File: config.mk
export PLATFORM = sky130hd
export DESIGN_NAME = hv_parity_mem
export DESIGN_NICKNAME = d
export VERILOG_FILES = /design/src/rtl/hvp_pkg.sv /design/src/rtl/hvp_store.sv /design/src/rtl/hvp_scan.sv /design/src/rtl/hv_parity_mem.sv
export SDC_FILE = /design/constraint.sdc
export NUM_CORES = 1
export LEC_CHECK = 0
export BUFFER_PORTS_ARGS = -buffer_cell sky130_fd_sc_hd__buf_2
export CORE_MARGIN = 8
export CORE_UTILIZATION = 65
export CTS_BUF_LIST = sky130_fd_sc_hd__clkbuf_8
export DETAILED_ROUTE_END_ITERATION = 12
export PLACE_DENSITY = 0.83
export SETUP_SLACK_MARGIN = 0.5
export SYNTH_ARGS = -nofsm -noshare
export SYNTH_HDL_FRONTEND = slang
export SYNTH_SLANG_ARGS = --single-unit
File: constraint.sdc
create_clock -name clk_i -period 12.15 [get_ports clk_i]
set_input_delay 1.215 -clock clk_i [delete_from_list [all_inputs] [get_ports clk_i]]
set_output_delay 1.215 -clock clk_i [all_outputs]
set_load 0.01 [all_outputs]
File: src/rtl/hvp_pkg.sv
package hvp_pkg;
  typedef enum logic [1:0] {
    ST_IDLE    = 2'd0,
    ST_SCAN    = 2'd1,
    ST_RESOLVE = 2'd2
  } scan_st_e;
endpackage

File: src/rtl/hvp_store.sv
module hvp_store #(
  parameter int WORDS = 10,
  parameter int WIDTH = 8,
  parameter int AW    = 4,
  parameter int BW    = 4
) (
  input  logic             clk_i,
  input  logic             rst_ni,
  input  logic             wr_en_i,
  input  logic [AW-1:0]    wr_addr_i,
  input  logic [WIDTH-1:0] wr_data_i,
  input  logic             flip_en_i,
  input  logic [AW-1:0]    flip_addr_i,
  input  logic [BW-1:0]    flip_bit_i,
  input  logic             fix_en_i,
  input  logic [AW-1:0]    fix_row_i,
  input  logic [BW-1:0]    fix_bit_i,
  input  logic [AW-1:0]    rd_addr_i,
  output logic [WIDTH-1:0] rd_data_o,
  output logic             rd_perr_o,
  input  logic [AW-1:0]    scan_addr_i,
  output logic [WIDTH:0]   scan_cell_o,
  output logic [WIDTH-1:0] col_o
);
  localparam int CW = WIDTH + 1;

  // bit WIDTH of each cell is the odd-parity bit
  logic [CW-1:0]    cell_q [WORDS];
  logic [WIDTH-1:0] col_q;
  logic             wr_ok, rd_ok, scan_ok, flip_ok, fix_ok;
  logic [CW-1:0]    flip_mask, fix_mask, rd_cell, old_cell;

  assign wr_ok   = wr_en_i && (int'(wr_addr_i) < WORDS);
  assign rd_ok   = int'(rd_addr_i) < WORDS;
  assign scan_ok = int'(scan_addr_i) < WORDS;
  assign flip_ok = flip_en_i && (int'(flip_addr_i) < WORDS) && (int'(flip_bit_i) <= WIDTH);
  assign fix_ok  = fix_en_i && (int'(fix_row_i) < WORDS) && (int'(fix_bit_i) <= WIDTH);

  assign flip_mask = CW'(1) << flip_bit_i;
  assign fix_mask  = CW'(1) << fix_bit_i;

  generate
    for (genvar r = 0; r < WORDS; r++) begin : g_row
      always_ff @(posedge clk_i or negedge rst_ni) begin
        if (!rst_ni) begin
          cell_q[r] <= {1'b1, {WIDTH{1'b0}}};
        end else if (wr_ok && wr_addr_i == AW'(r)) begin
          cell_q[r] <= {~^wr_data_i, wr_data_i};
        end else if (fix_ok && fix_row_i == AW'(r)) begin
          cell_q[r] <= cell_q[r] ^ fix_mask;
        end else if (flip_ok && flip_addr_i == AW'(r)) begin
          cell_q[r] <= cell_q[r] ^ flip_mask;
        end
      end
    end
  endgenerate

  assign old_cell = wr_ok ? cell_q[wr_addr_i] : '0;

  always_ff @(posedge clk_i or negedge rst_ni) begin
    if (!rst_ni)    col_q <= '0;
    else if (wr_ok) col_q <= col_q ^ old_cell[WIDTH-1:0] ^ wr_data_i;
  end

  assign rd_cell     = rd_ok ? cell_q[rd_addr_i] : {1'b1, {WIDTH{1'b0}}};
  assign rd_data_o   = rd_cell[WIDTH-1:0];
  assign rd_perr_o   = ~^rd_cell;
  assign scan_cell_o = scan_ok ? cell_q[scan_addr_i] : {1'b1, {WIDTH{1'b0}}};
  assign col_o       = col_q;

  // a repair is only requested for a word whose parity is broken
  p_fix_bad_row_r6: assert property (@(posedge clk_i) disable iff (!rst_ni)
    fix_ok |-> !(^cell_q[fix_row_i]));

  // after the repair the word satisfies odd parity
  p_fix_heals_r7: assert property (@(posedge clk_i) disable iff (!rst_ni)
    fix_ok |=> (^cell_q[$past(fix_row_i)]));

  // injection never moves the column register
  p_flip_keeps_col_r4: assert property (@(posedge clk_i) disable iff (!rst_ni)
    (flip_ok && !wr_ok) |=> $stable(col_q));
endmodule

File: src/rtl/hvp_scan.sv
module hvp_scan
  import hvp_pkg::*;
#(
  parameter int WORDS = 10,
  parameter int WIDTH = 8,
  parameter int AW    = 4,
  parameter int BW    = 4
) (
  input  logic             clk_i,
  input  logic             rst_ni,
  input  logic             start_i,
  output logic             busy_o,
  output logic [AW-1:0]    scan_addr_o,
  input  logic [WIDTH:0]   scan_cell_i,
  input  logic [WIDTH-1:0] col_i,
  output logic             fix_en_o,
  output logic [AW-1:0]    fix_row_o,
  output logic [BW-1:0]    fix_bit_o,
  output logic             done_o,
  output logic             err_det_o,
  output logic             uncorr_o,
  output logic [AW-1:0]    err_row_o,
  output logic [BW-1:0]    err_bit_o
);
  localparam logic [AW-1:0] LAST = AW'(WORDS - 1);

  scan_st_e         st_q;
  logic [AW-1:0]    idx_q, row_q;
  logic [WIDTH-1:0] acc_q, syn;
  logic [1:0]       nrow_q, ncol;
  logic [BW-1:0]    colpos;
  logic             row_bad, start_go, clean, fixable;

  assign start_go = start_i && (st_q == ST_IDLE);
  assign busy_o   = st_q != ST_IDLE;
  assign row_bad  = !(^scan_cell_i);
  assign scan_addr_o = idx_q;
  assign syn = acc_q ^ col_i;

  // saturating column-failure count and lowest failing column
  always_comb begin
    ncol   = 2'd0;
    colpos = '0;
    for (int b = WIDTH - 1; b >= 0; b--) begin
      if (syn[b]) begin
        colpos = BW'(b);
        if (ncol != 2'd2) ncol = ncol + 2'd1;
      end
    end
  end

  assign clean     = (nrow_q == 2'd0) && (ncol == 2'd0);
  assign fixable   = (nrow_q == 2'd1) && (ncol != 2'd2);
  assign fix_en_o  = (st_q == ST_RESOLVE) && fixable;
  assign fix_row_o = row_q;
  assign fix_bit_o = (ncol == 2'd1) ? colpos : BW'(WIDTH);

  always_ff @(posedge clk_i or negedge rst_ni) begin
    if (!rst_ni) begin
      st_q      <= ST_IDLE;
      idx_q     <= '0;
      row_q     <= '0;
      acc_q     <= '0;
      nrow_q    <= '0;
      done_o    <= 1'b0;
      err_det_o <= 1'b0;
      uncorr_o  <= 1'b0;
      err_row_o <= '0;
      err_bit_o <= '0;
    end else begin
      done_o <= 1'b0;
      unique case (st_q)
        ST_IDLE: begin
          if (start_i) begin
            st_q      <= ST_SCAN;
            idx_q     <= '0;
            acc_q     <= '0;
            nrow_q    <= '0;
            row_q     <= '0;
            err_det_o <= 1'b0;
            uncorr_o  <= 1'b0;
            err_row_o <= '0;
            err_bit_o <= '0;
          end
        end
        ST_SCAN: begin
          acc_q <= acc_q ^ scan_cell_i[WIDTH-1:0];
          if (row_bad) begin
            if (nrow_q == 2'd0) row_q <= idx_q;
            if (nrow_q != 2'd2) nrow_q <= nrow_q + 2'd1;
          end
          if (idx_q == LAST) st_q <= ST_RESOLVE;
          else               idx_q <= idx_q + AW'(1);
        end
        ST_RESOLVE: begin
          st_q      <= ST_IDLE;
          done_o    <= 1'b1;
          err_det_o <= !clean;
          uncorr_o  <= !clean && !fixable;
          if (fixable) begin
            err_row_o <= row_q;
            err_bit_o <= fix_bit_o;
          end
        end
        default: st_q <= ST_IDLE;
      endcase
    end
  end

  p_done_pulse_r5: assert property (@(posedge clk_i) disable iff (!rst_ni)
    done_o |=> !done_o);

  p_start_clears_r5: assert property (@(posedge clk_i) disable iff (!rst_ni)
    start_go |=> (!err_det_o && !uncorr_o && !done_o));

  p_scan_in_range_r5: assert property (@(posedge clk_i) disable iff (!rst_ni)
    (st_q == ST_SCAN) |-> (int'(idx_q) < WORDS));

  p_uncorr_implies_det_r8: assert property (@(posedge clk_i) disable iff (!rst_ni)
    uncorr_o |-> err_det_o);

  p_uncorr_no_loc_r8: assert property (@(posedge clk_i) disable iff (!rst_ni)
    uncorr_o |-> (err_row_o == '0 && err_bit_o == '0));
endmodule

File: src/rtl/hv_parity_mem.sv
module hv_parity_mem #(
  parameter int WORDS = 10,
  parameter int WIDTH = 8,
  localparam int AW   = (WORDS > 1) ? $clog2(WORDS) : 1,
  localparam int BW   = $clog2(WIDTH + 1)
) (
  input  logic             clk_i,
  input  logic             rst_ni,
  input  logic             wr_en_i,
  input  logic [AW-1:0]    wr_addr_i,
  input  logic [WIDTH-1:0] wr_data_i,
  input  logic             flip_en_i,
  input  logic [AW-1:0]    flip_addr_i,
  input  logic [BW-1:0]    flip_bit_i,
  input  logic [AW-1:0]    rd_addr_i,
  output logic [WIDTH-1:0] rd_data_o,
  output logic             rd_perr_o,
  input  logic             chk_start_i,
  output logic             done_o,
  output logic             err_det_o,
  output logic             uncorr_o,
  output logic [AW-1:0]    err_row_o,
  output logic [BW-1:0]    err_bit_o
);
  logic             busy, wr_go, flip_go;
  logic             fix_en;
  logic [AW-1:0]    fix_row, scan_addr;
  logic [BW-1:0]    fix_bit;
  logic [WIDTH:0]   scan_cell;
  logic [WIDTH-1:0] col;

  // start from idle wins; write wins over flip; nothing lands during a pass
  assign wr_go   = wr_en_i && !busy && !chk_start_i;
  assign flip_go = flip_en_i && !wr_en_i && !busy && !chk_start_i;

  hvp_store #(.WORDS(WORDS), .WIDTH(WIDTH), .AW(AW), .BW(BW)) u_store (
    .clk_i       (clk_i),
    .rst_ni      (rst_ni),
    .wr_en_i     (wr_go),
    .wr_addr_i   (wr_addr_i),
    .wr_data_i   (wr_data_i),
    .flip_en_i   (flip_go),
    .flip_addr_i (flip_addr_i),
    .flip_bit_i  (flip_bit_i),
    .fix_en_i    (fix_en),
    .fix_row_i   (fix_row),
    .fix_bit_i   (fix_bit),
    .rd_addr_i   (rd_addr_i),
    .rd_data_o   (rd_data_o),
    .rd_perr_o   (rd_perr_o),
    .scan_addr_i (scan_addr),
    .scan_cell_o (scan_cell),
    .col_o       (col)
  );

  hvp_scan #(.WORDS(WORDS), .WIDTH(WIDTH), .AW(AW), .BW(BW)) u_scan (
    .clk_i       (clk_i),
    .rst_ni      (rst_ni),
    .start_i     (chk_start_i),
    .busy_o      (busy),
    .scan_addr_o (scan_addr),
    .scan_cell_i (scan_cell),
    .col_i       (col),
    .fix_en_o    (fix_en),
    .fix_row_o   (fix_row),
    .fix_bit_o   (fix_bit),
    .done_o      (done_o),
    .err_det_o   (err_det_o),
    .uncorr_o    (uncorr_o),
    .err_row_o   (err_row_o),
    .err_bit_o   (err_bit_o)
  );

  p_busy_blocks_write_r10: assert property (@(posedge clk_i) disable iff (!rst_ni)
    busy |-> !wr_go && !flip_go);

  p_done_ends_busy_r5: assert property (@(posedge clk_i) disable iff (!rst_ni)
    done_o |-> !busy);
endmodule

# Word level (Yosys, flattened, before mapping)
# Cells that the tools add are included.
# word_totals
reg_bits	129
out_inout_bits	20
input_bits	29
elab_cells	284
# op_classes
addsub	9
mux	89
shift	2
n_bitwise	27
eq_ne	48
reduce_logical	78
magnitude_cmp	10
# ops
operator	count
$mux 9	36
$xor 9x9->9	20
$bmux 9 s4	3
$eq 4x3->1 const B	12
$logic_and 1x1->1	44
$mux 2	19
$mux 8	4
$pmux 4 s2	4
$xor 8x8->8	4
$reduce_bool 3->1	10
$eq 4x4->1 const B	7
$mux 4	7
$eq 4x2->1 const B	6
$mux 3	8
$ne 2x2->1 const B	11
$lt 4x4->1 const B	5
$shl 1x4->9 const A	2
$pmux 8 s2	1
$ge 5x5->1 const B	3
$not 4->5	3
$add 2x1->2 const B	7
$eq 4x1->1 const B	3
$logic_not 4->1	3
$reduce_xnor 9->1	1
18 further kinds	40

# Logic depth before layout (Yosys ltp)
# logic_depth
depth_word	31
mapped_depth	16
depth_no_buf	14

# By module
# A second synthesis with hierarchy kept.
# hier_totals
hier_cells	1169
hier_area_um2	10851.7
# by_module_without_submodules
mod	area_each_um2	cells_per_inst	n_inst	seq_area_each_um2
hvp_store	8516.9	917	1	2464.9
hvp_scan	2312.2	250	1	775.7
hv_parity_mem	22.5	2	1	0.0

# Worst setup path before layout
# Ideal clock, no wire load.
# synth_timing
path_type	input-to-output
start	in rd_addr_i[0]
end	out rd_perr_o
required_time_ns	10.935
path_stages	8
setup_slack_ns	7.197
arrival_time_ns	3.738
n_path_buf	2
cell_sequence	clkbuf_1 -> clkbuf_1 -> mux4_2 -> a221oi_1 -> nor2_1 -> xor2_1 -> xnor2_1 -> xnor2_1
# synth_between
elab_chain_cells	6
elab_cells_between_ends	7
cone_classes	order compare: 1; mux: 4; bitwise: 1; reduce/logical: 1
# synth_lines
item	line	rtl
from (decl)	hv_parity_mem.sv:15	input logic [AW-1:0] rd_addr_i,
$not 4->5 (implied by the code)	hvp_store.sv:65	assign rd_cell = rd_ok ? cell_q[rd_addr_i] : {1'b1, {WIDTH{1'b0}}};
$bmux 9 s4	hvp_store.sv:65	
$mux 9 (implied by the code) (2 in a row)	hvp_store.sv:65	
$mux 9 (*)	hvp_store.sv:65	
via rd_data_o[0]	hv_parity_mem.sv:16	output logic [WIDTH-1:0] rd_data_o,
$reduce_xnor 9->1 (*)	hvp_store.sv:67	assign rd_perr_o = ~^rd_cell;
to (decl)	hv_parity_mem.sv:17	output logic rd_perr_o,
# Mark *: on every way through the listed nets, which the timed path passes. The rest lies on a longest branch. The select of a mux whose other input is x is not followed.

# Worst setup path after layout
# layout_timing
start	reg u_store.col_q[6] (netlist: u_store.col_o[6])
end	reg u_store.cell_q[39] in the netlist's numbering
# layout_between
elab_chain_cells	28
elab_cells_between_ends	47
cone_classes	add/sub: 6; order compare: 1; eq/ne: 8; shift: 1; mux: 23; bitwise: 2; reduce/logical: 6
# layout_lines
item	line	rtl
from (decl)	hvp_store.sv:29	logic [WIDTH-1:0] col_q;
from (signal assigned)	hvp_store.sv:62	else if (wr_ok) col_q <= col_q ^ old_cell[WIDTH-1:0] ^ wr_data_i;
$xor 8x8->8 (*)	hvp_scan.sv:38	assign syn = acc_q ^ col_i;
branches (longest 27 deep; another with $add 2x1->2)	n/a	
to (signal, indexed assignment)	hvp_store.sv:46	cell_q[r] <= {1'b1, {WIDTH{1'b0}}};
to (signal, indexed assignment)	hvp_store.sv:48	cell_q[r] <= {~^wr_data_i, wr_data_i};
to (signal, indexed assignment)	hvp_store.sv:50	cell_q[r] <= cell_q[r] ^ fix_mask;
to (decl)	hvp_store.sv:28	logic [CW-1:0] cell_q [WORDS];
# Every way passes the cells marked *.
# A chain may end at the register's enable or synchronous reset.

==> flow_summary_export.csv <==
group,metric,value,unit
status,status,"finished clean",
hold_path,hold_path.class,"flop to flop",
drt,firstDrtPassIters,11,
yosys,synthXorXnorAreaFrac,5.35,%
critical_path,critPathArrivalTime,6.13,ns
sta,fin_crit,5.75,ns
yosys,yosys.area_share.simple,18.5,%
sta,fin_crit_sh,47.3,%
place,portBuffers,48,
yosys,synth_edf_count,0,
die,initial_core_util,66.3,%
hold_path,hp-start,"u_scan.err_row_o[2]",
drt,drt_iter0_drc,2063,
critical_path,cp.required,12.53,ns
yosys,synth_top_area_share,26.0,%
sta,fin_skew,0.0168,ns
place,dp_hpwl,28.8,mm
power,power_density,266,nW/um^2
grt,grt_pass1_vias,10900,
cts,numCtsBuffers,17,
grt,grt_pass1_wl,63.0,mm
critical_path,cp_max_fo,20,
cells_and_area,fin_nets,1323,
yosys,synth_top_family_by_area,"compound AO/OA/AOI/OAI gates",
cts,clk_latency,0.49,ns
sta,fin_ws,6.40,ns
drt,viasPerCell,7.79,
power,p_sw,1.76,mW
drt,vias,11900,
cts,clkTransAtPathRegs,0.10,ns
place,post-place-ws,6.64,ns
cts,clock_path_buffers,2,
sta,rsz0062_at_grt,"no",
critical_path,worst_path_most_repeated_cell,"nand3_1",
sta,hold_violations,0,
yosys,synth_common_cells,"nor2_1, nand2_1, dfrtp_1, clkbuf_1, a21oi_1",
hold_path,hold_path_depth,2,
die,die_w,149,um
yosys,async_flop_share,100,%
place,gp_congestion,1.05,
cts,clkSinkCount,129,
power,power_leakage,4.64,nW
cts,ctsResizeCount,0,
power,swShare,54.6,%
yosys,yosysWarnings,0,
grt,grt.overflow.total,0,
yosys,synth.area.top_cells,"dfrtp_1, mux4_2, mux2i_1",
critical_path,rr_worst_depth,12,
yosys,syn_area_per_cell,8.79,sq um
place,placed_area,11700,sq um
yosys,yosysSeqAreaShare,28.3,%
critical_path,slowest_stage,"nand4_1",
power,power.internal,1.46,mW
die,io_pins,49,
sta,max_freq,174,MHz
power,power_frac_comb,68.3,%
cells_and_area,area_growth,5.41,%
cells_and_area,multi_input_area,7700,sq um
sta,max_slew_margin,8.46,%
critical_path,startpoint,"u_store.col_o[6]",
yosys,syn_area,11500,sq um
power,design_power_total,3.22,mW
yosys,synth.most_common_cell,"nor2_1",
drt,routedWlPerCell,27.3,um
cts,htree_levels,4,
cts,holdBufCountCts,0,
yosys,synth_ff_type,"dfrtp_1",
cells_and_area,final_core_utilization,69.9,%
sta,final-setup-viol-count,0,
job,cap_violations,0,
critical_path,slowest_delay,0.92,ns
cells_and_area,final_cell_area,12100,sq um
yosys,synth_top_area_cell,"dfrtp_1",
yosys,syn_inst,1305,
critical_path,startpoint_type,"flop",
cells_and_area,fillers,1381,
yosys,synth_compound_area_share,25.1,%
sta,worst_pin_slew,1.36,ns
power,vdd_ir_drop_max,294,uV
die,die_height,149,um
critical_path,r2r_slack,6.40,ns
cts,cts-root-buf,"clkbuf_8",
cells_and_area,layout-drive-gt1-share,16.0,%
cells_and_area,final-seq-area,3240,sq um
drt,routed_wl,41.5,mm
critical_path,cp_cell_sequence,"xnor2_1, ha_1, xor2_1, mux4_2, o211ai_1, a41oi_1, a211oi_2, nand3_1, nand4_1, nand3_1, a21boi_0, o221a_2",
sta,tns,0,ns
yosys,ys_seq_elements,129,
sta,drv_slew,0,
cts,postCtsSetupBuffers,0,
drt,drc,0,
critical_path,r2r_start,"u_store.col_o[6]",
cells_and_area,antenna_cells,0,
cts,cts_tree,"built",
drt,drtAntennaViolNets,0,
power,clockPowerShare,11.6,%
die,fp.coreArea,17300,sq um
yosys,synth_fa_ha_area_share,1.18,%
yosys,muxShareOfSynthArea,17.0,%
grt,grt_usage,37.1,%
yosys,synth_cell_types,86,
critical_path,endpoint_kind,"flop",
power,p_seq_share,20.1,%
grt,grt_max_degree,75,
grt,antenna_found_initial,1,
die,rows,48,
yosys,synth_nets,1344,
critical_path,critical_path_class,"flop to flop",
die,dieArea,22100,sq um
cell type report:
| type | instances | share of cell area, % |
|---|---|---|
| Timing Repair Buffer | 68 | 3.28 |
| Clock buffer | 17 | 1.94 |
| Inverter | 23 | 0.714 |
| Sequential cell | 129 | 26.8 |
| Tap cell | 225 | 2.33 |
| Clock inverter | 15 | 1.20 |
| Multi-Input combinational cell | 1045 | 63.7 |
layout by cell type (no fill, tap or decap), types with 18 or more instances in the layout:
master    count
buf_4        20
xor2_1       18
a21oi_1      77
a211oi_1     27
inv_1        22
o21ai_0      40
nand2_1     121
mux4_2       53
mux2i_1      59
buf_2        47
o32ai_1      22
nor2_1      131
o22ai_1      52
dfrtp_1     118
xnor2_1      47
and3_1       26
nor3_1       60
sequential cells by signal, indices dropped and copies added (netlist names):
name                cells
u_scan.acc_q            8
u_scan.done_o           1
u_scan.err_bit_o        4
u_scan.err_det_o        1
u_scan.err_row_o        4
u_scan.fix_row_o        4
u_scan.nrow_q           2
u_scan.scan_addr_o      4
u_scan.st_q             2
u_scan.uncorr_o         1
u_store.cell_q         90
u_store.col_o           8
routing by layer:
layer	track usage, %	wire (um)	up-vias
met5	0	11	-
met4	23.1	3060	2
met3	12.6	6180	286
met2	56.0	17900	1075
met1	45.3	14400	5496
li1	-	-	5000
path summary, 6_finish.rpt:
kind | end
worst max register to register | u_store.cell_q[39]
worst min register to register | u_scan.err_row_o[2]
max in group asynchronous | u_scan.scan_addr_o[0]
min in group asynchronous | u_store.cell_q[27]
worst min-delay path | u_scan.err_row_o[2]
worst max-delay path | u_store.cell_q[39]
worst max-delay path: cells and delay by family (launching register included):
kind	cells	cell delay (ns)
mux	1	0.56
compound gates	5	1.75
flops	1	0.41
fa+ha+maj	1	0.38
xor+xnor	2	0.52
simple gates	3	1.99
power groups by stage:
stage	Clock (mW)	Combinational (mW)	Sequential (mW)
after CTS	0.370	2.12	0.640
after global routing	0.389	2.33	0.658
after global placement	0	2.10	0.643
after detailed placement	0	2.12	0.648
final	0.374	2.20	0.647
after floorplan	0	1.65	0.618
logic make-up after synthesis:
group | after synthesis
AO/OA/AOI/OAI | 395
XOR/XNOR | 67
adder cells (fa/ha/maj) | 11
buffers and inverters | 131
flip-flops | 129
multiplexers | 126
AND/OR/NAND/NOR | 446
per-stage QoR:
step / std cells / hold WS [ns]
2_1_floorplan: 1305 / 0.466
3_3_place_gp: 1490 / 0.456
3_5_place_dp: 1490 / 0.463
4_1_cts: 1522 / 0.486
5_1_grt: 1522 / 0.512
6_report: 1522 / 0.487
(Power assumes the default switching activity.)
